## src/rtl/opbus_pkg.sv

```systemverilog
package opbus_pkg;
    typedef enum logic [2:0] {
        ST_IDLE = 3'd0,
        ST_REQ  = 3'd1,
        ST_OWN  = 3'd2,
        ST_CYC  = 3'd3,
        ST_REL  = 3'd4
    } own_st_e;
endpackage

```

## src/rtl/opbus_own_fsm.sv

```systemverilog
module opbus_own_fsm
    import opbus_pkg::*;
(
    input  logic    clk,
    input  logic    rst_n,
    input  logic    start_i,
    input  logic    grant_n_i,
    input  logic    busy_n_i,
    input  logic    xfer_ack_n_i,
    input  logic    done_i,
    output own_st_e state_o,
    output logic    launch_o
);
    typedef struct packed {
        own_st_e st;
    } fsm_regs_t;

    fsm_regs_t r_d, r_q;

    always_comb begin
        r_d      = r_q;
        launch_o = 1'b0;
        case (r_q.st)
            ST_IDLE: if (start_i) r_d.st = ST_REQ;
            ST_REQ:  if (!grant_n_i && busy_n_i) r_d.st = ST_OWN;
            ST_OWN: begin
                if (done_i) begin
                    r_d.st = ST_OWN;
                end else if (start_i) begin
                    r_d.st   = ST_CYC;
                    launch_o = 1'b1;
                end else begin
                    r_d.st = ST_REL;
                end
            end
            ST_CYC:  if (!xfer_ack_n_i) r_d.st = ST_OWN;
            ST_REL:  r_d.st = ST_IDLE;
            default: r_d.st = ST_IDLE;
        endcase
    end

    always_ff @(posedge clk or negedge rst_n) begin
        if (!rst_n) r_q <= '{st: ST_IDLE};
        else        r_q <= r_d;
    end

    assign state_o = r_q.st;

    // a busy master keeps the block waiting
    p_busy_blocks_r3: assert property (@(posedge clk) disable iff (!rst_n)
        (r_q.st == ST_REQ && !busy_n_i) |=> (r_q.st == ST_REQ));

    // no grant, no ownership
    p_wait_grant_r2: assert property (@(posedge clk) disable iff (!rst_n)
        (r_q.st == ST_REQ && grant_n_i) |=> (r_q.st == ST_REQ));

    // the cycle is stretched until acknowledged
    p_stretch_r7: assert property (@(posedge clk) disable iff (!rst_n)
        (r_q.st == ST_CYC && xfer_ack_n_i) |=> (r_q.st == ST_CYC));
endmodule

```

## src/rtl/opbus_cycle_unit.sv

```systemverilog
module opbus_cycle_unit #(
    parameter int ADDR_W = 16,
    parameter int DATA_W = 16
) (
    input  logic              clk,
    input  logic              rst_n,
    input  logic              launch_i,
    input  logic              in_cyc_i,
    input  logic              xfer_ack_n_i,
    input  logic              write_i,
    input  logic              mem_i,
    input  logic [ADDR_W-1:0] addr_i,
    input  logic [DATA_W-1:0] wdata_i,
    input  logic [DATA_W-1:0] rdata_i,
    output logic              lat_write_o,
    output logic              lat_mem_o,
    output logic [ADDR_W-1:0] lat_addr_o,
    output logic [DATA_W-1:0] lat_wdata_o,
    output logic [DATA_W-1:0] rdata_o,
    output logic              done_o
);
    typedef struct packed {
        logic              write;
        logic              mem;
        logic [ADDR_W-1:0] addr;
        logic [DATA_W-1:0] wdata;
        logic [DATA_W-1:0] rdata;
        logic              done;
    } cyc_regs_t;

    cyc_regs_t c_d, c_q;

    always_comb begin
        c_d      = c_q;
        c_d.done = 1'b0;
        if (launch_i) begin
            c_d.write = write_i;
            c_d.mem   = mem_i;
            c_d.addr  = addr_i;
            c_d.wdata = wdata_i;
        end
        if (in_cyc_i && !xfer_ack_n_i) begin
            c_d.done = 1'b1;
            if (!c_q.write) c_d.rdata = rdata_i;
        end
    end

    always_ff @(posedge clk or negedge rst_n) begin
        if (!rst_n) c_q <= '0;
        else        c_q <= c_d;
    end

    assign lat_write_o = c_q.write;
    assign lat_mem_o   = c_q.mem;
    assign lat_addr_o  = c_q.addr;
    assign lat_wdata_o = c_q.wdata;
    assign rdata_o     = c_q.rdata;
    assign done_o      = c_q.done;

    // done follows an acknowledged cycle edge
    p_done_after_ack_r7: assert property (@(posedge clk) disable iff (!rst_n)
        c_q.done |-> $past(in_cyc_i && !xfer_ack_n_i));

    // done is a single-clock pulse
    p_done_pulse_r7: assert property (@(posedge clk) disable iff (!rst_n)
        c_q.done |=> !c_q.done);

    // attributes stay fixed through a stretched cycle
    p_attr_stable_r6: assert property (@(posedge clk) disable iff (!rst_n)
        (in_cyc_i && $past(in_cyc_i)) |-> ($stable(c_q.addr) && $stable(c_q.write) && $stable(c_q.mem)));
endmodule

```

## src/rtl/opbus_pin_drive.sv

```systemverilog
module opbus_pin_drive
    import opbus_pkg::*;
#(
    parameter int ADDR_W = 16,
    parameter int DATA_W = 16
) (
    input  logic              clk,
    input  logic              rst_n,
    input  own_st_e           state_i,
    input  logic              test_n_i,
    input  logic              lat_write_i,
    input  logic              lat_mem_i,
    input  logic [ADDR_W-1:0] lat_addr_i,
    input  logic [DATA_W-1:0] lat_wdata_i,
    output logic              bus_req_n_o,
    output logic              bus_req_oe_o,
    output logic              own_ack_n_o,
    output logic              own_ack_oe_o,
    output logic              mem_io_o,
    output logic              mem_io_oe_o,
    output logic              rd_wr_o,
    output logic              rd_wr_oe_o,
    output logic [ADDR_W-1:0] addr_o,
    output logic              addr_oe_o,
    output logic [DATA_W-1:0] data_o,
    output logic              data_oe_o
);
    logic owning;
    logic cycling;

    always_comb begin
        owning        = (state_i == ST_OWN) || (state_i == ST_CYC);
        cycling       = (state_i == ST_CYC);
        bus_req_n_o   = (state_i != ST_REQ);
        bus_req_oe_o  = test_n_i;
        own_ack_n_o   = !owning;
        own_ack_oe_o  = owning;
        mem_io_o      = lat_mem_i;
        mem_io_oe_o   = owning;
        rd_wr_o       = !lat_write_i;
        rd_wr_oe_o    = owning;
        addr_o        = lat_addr_i;
        addr_oe_o     = owning;
        data_o        = lat_wdata_i;
        data_oe_o     = cycling && lat_write_i;
    end

    // request is released once ownership is announced
    p_req_off_owning_r4: assert property (@(posedge clk) disable iff (!rst_n)
        own_ack_oe_o |-> bus_req_n_o);

    // write data only leaves the block in a write cycle
    p_data_write_only_r6: assert property (@(posedge clk) disable iff (!rst_n)
        data_oe_o |-> (!rd_wr_o && rd_wr_oe_o));
endmodule

```

## src/rtl/opbus_master.sv

```systemverilog
module opbus_master
    import opbus_pkg::*;
#(
    parameter int ADDR_W = 16,
    parameter int DATA_W = 16
) (
    input  logic              clk,
    input  logic              rst_n,
    input  logic              test_n,
    input  logic              core_start,
    input  logic              core_write,
    input  logic              core_mem,
    input  logic [ADDR_W-1:0] core_addr,
    input  logic [DATA_W-1:0] core_wdata,
    output logic              core_done,
    output logic [DATA_W-1:0] core_rdata,
    output logic              bus_req_n,
    output logic              bus_req_oe,
    input  logic              grant_n,
    input  logic              busy_n,
    output logic              own_ack_n,
    output logic              own_ack_oe,
    input  logic              xfer_ack_n,
    output logic              mem_io,
    output logic              mem_io_oe,
    output logic              rd_wr,
    output logic              rd_wr_oe,
    output logic [ADDR_W-1:0] addr_o,
    output logic              addr_oe,
    output logic [DATA_W-1:0] data_o,
    output logic              data_oe,
    input  logic [DATA_W-1:0] data_i
);
    own_st_e           state;
    logic              launch;
    logic              in_cyc;
    logic              lat_write;
    logic              lat_mem;
    logic [ADDR_W-1:0] lat_addr;
    logic [DATA_W-1:0] lat_wdata;

    assign in_cyc = (state == ST_CYC);

    opbus_own_fsm u_fsm (
        .clk          (clk),
        .rst_n        (rst_n),
        .start_i      (core_start),
        .grant_n_i    (grant_n),
        .busy_n_i     (busy_n),
        .xfer_ack_n_i (xfer_ack_n),
        .done_i       (core_done),
        .state_o      (state),
        .launch_o     (launch)
    );

    opbus_cycle_unit #(.ADDR_W(ADDR_W), .DATA_W(DATA_W)) u_cyc (
        .clk          (clk),
        .rst_n        (rst_n),
        .launch_i     (launch),
        .in_cyc_i     (in_cyc),
        .xfer_ack_n_i (xfer_ack_n),
        .write_i      (core_write),
        .mem_i        (core_mem),
        .addr_i       (core_addr),
        .wdata_i      (core_wdata),
        .rdata_i      (data_i),
        .lat_write_o  (lat_write),
        .lat_mem_o    (lat_mem),
        .lat_addr_o   (lat_addr),
        .lat_wdata_o  (lat_wdata),
        .rdata_o      (core_rdata),
        .done_o       (core_done)
    );

    opbus_pin_drive #(.ADDR_W(ADDR_W), .DATA_W(DATA_W)) u_pins (
        .clk          (clk),
        .rst_n        (rst_n),
        .state_i      (state),
        .test_n_i     (test_n),
        .lat_write_i  (lat_write),
        .lat_mem_i    (lat_mem),
        .lat_addr_i   (lat_addr),
        .lat_wdata_i  (lat_wdata),
        .bus_req_n_o  (bus_req_n),
        .bus_req_oe_o (bus_req_oe),
        .own_ack_n_o  (own_ack_n),
        .own_ack_oe_o (own_ack_oe),
        .mem_io_o     (mem_io),
        .mem_io_oe_o  (mem_io_oe),
        .rd_wr_o      (rd_wr),
        .rd_wr_oe_o   (rd_wr_oe),
        .addr_o       (addr_o),
        .addr_oe_o    (addr_oe),
        .data_o       (data_o),
        .data_oe_o    (data_oe)
    );

    // ownership starts only after grant with no busy master
    p_owner_entry_r4: assert property (@(posedge clk) disable iff (!rst_n)
        $rose(own_ack_oe) |-> $past(!grant_n && busy_n));

    // nothing but the request is driven without ownership
    p_hiz_unowned_r5: assert property (@(posedge clk) disable iff (!rst_n)
        !own_ack_oe |-> !(addr_oe || mem_io_oe || rd_wr_oe || data_oe));
endmodule

```

## config.mk

```make
export PLATFORM = sky130hd
export DESIGN_NAME = opbus_master
export DESIGN_NICKNAME = d
export VERILOG_FILES = /design/src/rtl/opbus_pkg.sv /design/src/rtl/opbus_own_fsm.sv /design/src/rtl/opbus_cycle_unit.sv /design/src/rtl/opbus_pin_drive.sv /design/src/rtl/opbus_master.sv
export SDC_FILE = /design/constraint.sdc
export NUM_CORES = 1
export LEC_CHECK = 0
export BUFFER_PORTS_ARGS = -buffer_cell sky130_fd_sc_hd__buf_2
export CAP_MARGIN = 20
export CORE_MARGIN = 5
export CORE_UTILIZATION = 49
export DETAILED_ROUTE_END_ITERATION = 7
export PLACE_DENSITY = 0.95
export SETUP_SLACK_MARGIN = 0.3
export SYNTH_ARGS = -nofsm -noshare
export SYNTH_HDL_FRONTEND = slang
export SYNTH_SLANG_ARGS = --single-unit
export TNS_END_PERCENT = 5
```

## constraint.sdc

```tcl
create_clock -name clk -period 3.64 [get_ports clk]
set_clock_uncertainty 0.15 [all_clocks]
set_input_delay 0.546 -clock clk [delete_from_list [all_inputs] [get_ports clk]]
set_output_delay 0.546 -clock clk [all_outputs]
set_load 0.01 [all_outputs]
```

==> results of run 1 <==
[metal layers]
| metal | vias up | global-route usage |
|---|---|---|
| li1 | 682 | - |
| met1 | 737 | 0.195 |
| met2 | 72 | 0.286 |
| met3 | 6 | 0.0469 |
| met4 | 0 | 0.0524 |
| met5 | - | 0 |
[final timing paths]
check | end | depth (start not counted) | start
hold / removal | u_cyc.lat_addr_o[11] | 1 | rst_n
hold reg to reg | u_cyc.rdata_o[2] | 1 | u_cyc.rdata_o[2]
max in group asynchronous | u_fsm.state_o[0] | 2 | rst_n
min in group clk | u_cyc.lat_addr_o[5] | 2 | core_addr[5]
setup reg to reg | u_cyc.rdata_o[1] | 3 | u_fsm.state_o[2]
setup / recovery | u_cyc.rdata_o[1] | 3 | u_fsm.state_o[2]
[state kept, by name, indices dropped and copies added, names as in the netlist]
signal and cells:
u_cyc.lat_addr_o 16, u_cyc.lat_wdata_o 16, u_cyc.rdata_o 16, u_fsm.state_o 3, u_cyc.done_o 1, u_cyc.lat_mem_o 1, u_cyc.lat_write_o 1
[worst max-delay path: cells and delay by family, from the launching register on]
family | cells | cell delay [ns]
simple gates | 2 | 1.02
flops | 1 | 0.43
mux | 1 | 0.41
[layout make-up]
cell class	instances	share of cell area
repair buffers	114	0.199
multi-input cells	68	0.283
flip-flops and latches	54	0.454
clock inverters	3	0.0147
inverters	3	0.00378
well taps	52	0.0219
clock buffers	5	0.0231
[stage by stage]
stage               total power [W]  cells
floorplan                   0.00180    133
global placement            0.00217    290
detailed placement          0.00223    291
CTS                         0.00263    299
global route                0.00276    299
finish                      0.00260    299
[cells by family (layout without fill, tap and decap cells)]
kind of cell           after synthesis  count (layout)  synth area share
DFF                                 54              54             0.590
AOI/OAI and AO/OA                    4               4            0.0115
and+or+nand+nor                     14              14            0.0454
muxes                               50              50             0.311
buffers and inverters               11             125            0.0415
[report_power, final]
group	internal (W)	total, W	switching [W]
registers	0.000894	0.00107	0.000178
clock network	0.000206	0.000395	0.000189
logic	0.000654	0.00113	0.000473
total	0.00175	0.00260	0.000840
[cell usage after synthesis, types with 2 or more instances]
cell type	count	area (sq um)
buf_6	3	33.8
nor2_1	4	15.0
buf_4	4	30.0
nand3b_1	2	15.0
dfrtp_1	54	1350
mux2_2	10	113
nand2_1	2	7.51
inv_1	3	11.3
a21oi_1	2	10.0
mux2_4	40	601
==> flow_summary.yaml, run 1 <==
timing:
  rsz0062_at_grt: "no"
  max_slew.worst_pin.slew_ns: 0.912
  slew_viol_final: 0
  hold-worst-slack_ns: 0.131
  min_period_over_period: 0.585
  clock.fmax_ghz: 0.470
  relSlewSlack: 0.390
  finalSetupViolCount: 0
  fin_crit_ns: 2.13
  setup_ws_ns: 1.51
  fin_tns_setup_ns: 0
  hold_violations: 0
global_route:
  grt_pass1_vias: 1666
  antenna_found_initial: 0
  grt_max_degree: 35
  grt_first_pass_wirelength_microns: 8070
  grt.total_usage: 0.164
  overflow: 0
power_and_ir_drop:
  powerDensity_mw_per_mm2: 872
  leakagePower_nw: 1.63
  peakVddDrop_mv: 0.393
floorplanning:
  die_area_sq_mm: 0.00614
  die_w_microns: 78.4
  start_util: 0.515
  boundaryPins: 116
  die_h_microns: 78.4
  coreArea_sq_mm: 0.00444
  num_rows: 24
critical_path:
  start_kind: "flip-flop"
  crit_chain: "nand3b_2 -> nor3_4 -> mux2_2"
  slowest_stage: "nor3_4"
  crit_type: "reg -> reg"
  endpoint_kind: "flip-flop"
  crit_required_ns: 3.67
  arrival_ns: 2.16
  max_stage_delay_ns: 0.73
  crit_fanout: 16
  rrSetupSlack_ns: 1.51
clock_network:
  cts_buffer_depth: 2
  hold_buffers: 0
  clock_sinks: 54
  cts_tree: "done"
  cts_buffers: 5
  htreeDepth: 2
  cts_setup_buffers: 0
  cts-root-buf: "clkbuf_8"
  clk_latency_ns: 0.29
  cts_resized: 0
  clk_pin_slew_worst_paths_ns: 0.10
layout:
  layout-drive-gt1-share: 0.713
  nets: 303
  final_util: 0.670
  areaGrowthSynthToFinish_pct: 30.0
  final_common_cell: "buf_2"
  final_area_sq_mm: 0.00298
  final_cell_mix: "buf_2 (113), dfrtp_1 (54), mux2_4 (40)"
  multi_input_area_sq_um: 843
  nFillCells: 348
  regArea_sq_mm: 0.00135
  antenna_cells: 0
detailed_routing:
  first_pass_iters: 4
  drt-met1-wl_microns: 1900
  wl_met3_microns: 421
  detail_route.wl_per_cell_microns: 16.2
  dr_wl_met2_microns: 2450
  viasPerCell: 5.01
  wl_microns: 4840
  drc: 0
  drtIter0Drc: 40
  highest_layer: "met4"
  ant_nets: 0
  vias: 1497
run_status:
  status: "finished, final reports clean"
logic_synthesis:
  synth_edf_count: 0
  synth_cells: 133
  synth.distinct_cells: 19
  synth.avg_cell_area_sq_um: 17.2
  synth_ff_type: "dfrtp_1"
  mappedNetlistArea_sq_mm: 0.00229
  ys_seq_area_frac: 0.590
  yosys_warnings: 0
  synth_nets: 190
  synth-seq-cells: 54
  synth-async-reset-ratio: 1.00
place:
  placed_area_sq_mm: 0.00286
  pre_cts_slack_ns: 1.52
  hpwl_microns: 3780
  portBuffers: 113
  gp_congestion: 0.812
min_path:
  hold_path.class: "in -> async"
flow_run:
  cap_violations: 0
No activity file was read; power rests on OpenSTA's default activity.
==> run 2: changes to the inputs <==
- CORE_UTILIZATION: 49 -> 45
- PLACE_DENSITY: 0.95 -> 0.9
- clock period: 3.64 -> 2.05 ns (I/O delays scaled with it)
==> run 2 against run 1 <==
  * Sequential share of layout area is 1.1 points lower
  * Critical path depth grew 1
  * Sequential power is 79% higher
  * Critical endpoint unchanged
  * Highest routed layer unchanged
==> flow_summary.yaml, run 2 (synthesis results as in run 1) <==
timing:
  slew_viol_final: 0
  rsz0062_at_grt: "yes"
  relSlewSlack: 0.775
  min_period_over_period: 0.843
  clock.fmax_ghz: 0.579
  fin_tns_setup_ns: 0
  hold_violations: 0
  finalSetupViolCount: 0
  setup_ws_ns: 0.322
  max_slew.worst_pin.slew_ns: 0.333
  fin_crit_ns: 1.73
layout:
  regArea_sq_mm: 0.00135
  nFillCells: 409
  multi_input_area_sq_um: 843
  layout-drive-gt1-share: 0.713
  final_cell_mix: "buf_2 (113), dfrtp_1 (54), mux2_4 (40)"
  fin_cells: 321
  final_area_sq_mm: 0.00305
  final_common_cell: "buf_2"
  antenna_cells: 0
  areaGrowthSynthToFinish_pct: 33.1
  nets: 307
clock_network:
  clk_latency_ns: 0.29
  cts-root-buf: "clkbuf_8"
  clock_sinks: 54
  clk_pin_slew_worst_paths_ns: 0.10
  cts_tree: "done"
  htreeDepth: 2
  cts_buffer_depth: 2
  cts_buffers: 5
  cts_setup_buffers: 0
global_route:
  grt_first_pass_wirelength_microns: 7740
  antenna_found_initial: 0
  overflow: 0
  grt_pass1_vias: 1607
  grt_max_degree: 55
  grt.total_usage: 0.154
place:
  place_inst: 311
  gp_congestion: 0.775
  portBuffers: 113
  hpwl_microns: 3920
  placed_area_sq_mm: 0.00291
  pre_cts_slack_ns: 0.325
critical_path:
  crit_required_ns: 2.09
  crit_fanout: 16
  crit_type: "reg -> reg"
  max_stage_delay_ns: 0.42
  start_kind: "flip-flop"
  endpoint_kind: "flip-flop"
  slowest_stage: "dfrtp_1"
  r2r_start: "u_fsm.state_o[2]"
  crit_chain: "nand3b_2 -> nor3_4 -> buf_4 -> mux2_2"
  arrival_ns: 1.77
  crit_start: "u_fsm.state_o[2]"
floorplanning:
  die_w_microns: 81.3
  boundaryPins: 116
  start_util: 0.457
  die_area_sq_mm: 0.00661
  coreArea_sq_mm: 0.00501
  num_rows: 26
  die_h_microns: 81.3
power_and_ir_drop:
  p_total_w: 0.00458
  peakVddDrop_mv: 0.589
  powerDensity_mw_per_mm2: 1500
  leakagePower_nw: 1.65
detailed_routing:
  first_pass_iters: 4
  wl_microns: 5190
  detail_route.wl_per_cell_microns: 16.2
  drc: 0
  viasPerCell: 4.73
  ant_nets: 0
  drtIter0Drc: 96
  vias: 1519
min_path:
  hold_start: "xfer_ack_n"
  hold_path.class: "in -> reg"
run_status:
  status: "finished, final reports clean"
flow_run:
  cap_violations: 0
## run 2: cell count changes in the layout (fill, tap and decap cells not counted), sizes merged
cell | previous run | this run
bufinv | 1 | 0
dlygate4sd3 | 0 | 1
clkinvlp | 0 | 1
buf | 114 | 116
clkinv | 1 | 0
clkbuf | 5 | 7
## run 2: final cells by class
type	count	area share
Tap cell	70	0.0287
Clock buffer	6	0.0271
Inverter	3	0.00369
Timing Repair Buffer	118	0.215
Multi-Input combinational cell	68	0.277
Clock inverter	2	0.00534
Sequential cell	54	0.443
## run 2: layer usage
metal | global-route usage | routed length [microns]
met2 | 0.268 | 2680
met5 | 0 | 0
met3 | 0.0377 | 479
met4 | 0.0608 | 62
met1 | 0.182 | 1970
## run 2: worst max-delay path, delay by kind of cell (launching register included)
family | cells | cell delay [ns]
muxes | 1 | 0.37
and+or+nand+nor | 2 | 0.39
DFF | 1 | 0.42
buffers and inverters | 1 | 0.28
## run 2: worst paths after layout
| check | endpoint | slack [ns] | depth (start not counted) |
|---|---|---|---|
| worst max-delay path | u_cyc.rdata_o[1] | 0.32 | 4 |
| worst min-delay path | u_cyc.done_o | 0.08 | 2 |
| worst max register to register | u_cyc.rdata_o[1] | 0.32 | 4 |
| worst min register to register | u_fsm.state_o[0] | 0.35 | 1 |
| max in group asynchronous | u_fsm.state_o[1] | 1.14 | 3 |
| min in group asynchronous | u_cyc.lat_wdata_o[5] | 0.37 | 3 |
## run 2: through the flow
step | utilization | hold WS (ns)
after detailed placement | 0.580 | 0.170
after floorplan | - | -0.138
after global placement | 0.580 | 0.173
after CTS | 0.602 | 0.0646
final | 0.608 | 0.0773
after global routing | 0.608 | 0.0644
## run 2: power breakdown
part | internal [W] | switching [W]
combinational | 0.00119 | 0.000860
sequential | 0.00159 | 0.000323
clock | 0.000278 | 0.000334
total | 0.00306 | 0.00152
## run 2: what timing repair did
item                                    CTS  global route
resized for setup                         0             1
endpoints found under the hold margin    54             0
endpoints found under the setup margin    0            22
hold buffers                              1             0
==> run 3: changes to the inputs <==
- clock period: 2.05 -> 1.6 ns (I/O delays scaled with it)
==> run 3 against run 2 <==
  * The run now ends with negative setup slack left
  * Hold slack got worse by 0.066 ns
  * Final cell count increased by 6.9%
  * Setup slack got worse by 0.36 ns
  * Final area increased by 9.5%
  * Global-route usage increased by 0.80 points
  * Largest power group unchanged
==> flow_summary.yaml, run 3 (synthesis results as in run 1) <==
power_and_ir_drop:
  powerDensity_mw_per_mm2: 1870
  leakagePower_nw: 1.79
  peakVddDrop_mv: 0.731
layout:
  final_util: 0.666
  areaGrowthSynthToFinish_pct: 45.7
  final_common_cell: "buf_2"
  layout-drive-gt1-share: 0.696
  nFillCells: 372
  antenna_cells: 0
  final_cell_mix: "buf_2 (107), dfrtp_1 (54), mux2_4 (46)"
  final_area_sq_mm: 0.00334
  nets: 329
critical_path:
  crit_buf_inv: 2
  start_kind: "flip-flop"
  endpoint_kind: "flip-flop"
  crit_fanout: 15
  arrival_ns: 1.68
  crit_start: "u_fsm.state_o[2]"
  max_stage_delay_ns: 0.39
  crit_chain: "and2b_2 -> buf_6 -> nand3_4 -> buf_12 -> mux2_4"
  critical_path.top_delay_family: "flip-flops"
  slowest_stage: "dfrtp_1"
  crit_required_ns: 1.64
  crit_type: "reg -> reg"
  r2r_start: "u_fsm.state_o[2]"
timing:
  max_slew.worst_pin.slew_ns: 0.321
  setup_ws_ns: -0.0362
  min_period_over_period: 1.02
  relSlewSlack: 0.783
  clock.fmax_ghz: 0.611
  finalSetupViolCount: 31
  hold_violations: 0
  rsz0062_at_grt: "yes"
  fin_crit_ns: 1.64
  slew_viol_final: 0
global_route:
  grt_first_pass_wirelength_microns: 8020
  grt.total_usage: 0.162
  overflow: 0
  grt_pass1_vias: 1631
  antenna_found_initial: 0
  grt_max_degree: 55
run_status:
  status: "complete, but fails checks"
  violations: "negative setup slack"
clock_network:
  cts_buffers: 5
  clock_sinks: 54
  clk_latency_ns: 0.30
  htreeDepth: 2
  clk_pin_slew_worst_paths_ns: 0.10
  cts-root-buf: "clkbuf_8"
  cts_tree: "done"
  cts_buffer_depth: 2
floorplanning:
  die_h_microns: 81.3
  boundaryPins: 116
  die_w_microns: 81.3
  num_rows: 26
  start_util: 0.457
  coreArea_sq_mm: 0.00501
  die_area_sq_mm: 0.00661
place:
  hpwl_microns: 4010
  gp_congestion: 0.804
  placed_area_sq_mm: 0.00299
  portBuffers: 113
min_path:
  hold_path.class: "in -> reg"
  hold_start: "core_addr[11]"
detailed_routing:
  drc: 0
  ant_nets: 0
  drtIter0Drc: 94
  wl_microns: 5700
  vias: 1627
  first_pass_iters: 4
  detail_route.wl_per_cell_microns: 16.6
  viasPerCell: 4.74
flow_run:
  cap_violations: 0
## run 3: final timing paths
| kind | to | slack [ns] | depth (start not counted) |
|---|---|---|---|
| min | u_cyc.lat_addr_o[11] | 0.01 | 2 |
| min in group asynchronous | u_cyc.rdata_o[10] | 0.29 | 3 |
| max in group asynchronous | u_cyc.rdata_o[15] | 0.75 | 3 |
| min reg2reg | u_fsm.state_o[0] | 0.33 | 1 |
| max reg2reg | u_cyc.lat_wdata_o[14] | -0.04 | 5 |
| max | u_cyc.lat_wdata_o[14] | -0.04 | 5 |
## run 3: area by class of cell
class                   count  area, sq um  area share
well taps                  70         87.6      0.0262
inverters                   3         13.8     0.00412
clock buffers               5         68.8      0.0206
flip-flops and latches     54         1350       0.405
repair buffers            140          910       0.273
clock inverters             3         23.8     0.00712
multi-input cells          68          882       0.264
## run 3: power by group
| group | total [W] | internal [W] | switching, W | leakage [nW] |
|---|---|---|---|---|
| combinational | 0.00305 | 0.00181 | 0.00124 | 1.09 |
| clock | 0.000768 | 0.000314 | 0.000454 | 0.0408 |
| sequential | 0.00244 | 0.00204 | 0.000400 | 0.653 |
## run 3: per-layer routing
metal	global-route usage	wire, microns	up-vias
met1	0.192	2290	801
met5	0	0	-
met4	0.0574	125	0
met2	0.283	2960	74
li1	-	-	740
met3	0.0421	326	12
## run 3: worst reg2reg max path, stage by stage, from the launching register on
cell and delay, ns:
dfrtp_1 0.39, and2b_2 0.26, buf_6 0.12, nand3_4 0.11
buf_12 0.18, mux2_4 0.32
## run 3: per-stage QoR
stage	hold slack (ns)	cells	power, W	setup TNS, ns	setup WS, ns
3_5_place_dp	0.106	317	0.00522	-0.0919	-0.0218
2_1_floorplan	-0.206	133	0.00411	-0.494	-0.0494
3_3_place_gp	0.105	317	0.00510	0	0.0366
6_report	0.0114	343	0.00626	-0.784	-0.0362
4_1_cts	0.000695	330	0.00616	-0.365	-0.0379
5_1_grt	0.00111	343	0.00662	-3.07	-0.0922
## run 3: what timing repair did
item | CTS | global route
setup endpoints to repair | 61 | 61
setup buffers | 3 | 1
gates resized for setup | 13 | 8
endpoints found under the hold margin | 55 | 12
pin swaps | 2 | 1
hold buffers | 2 | 12
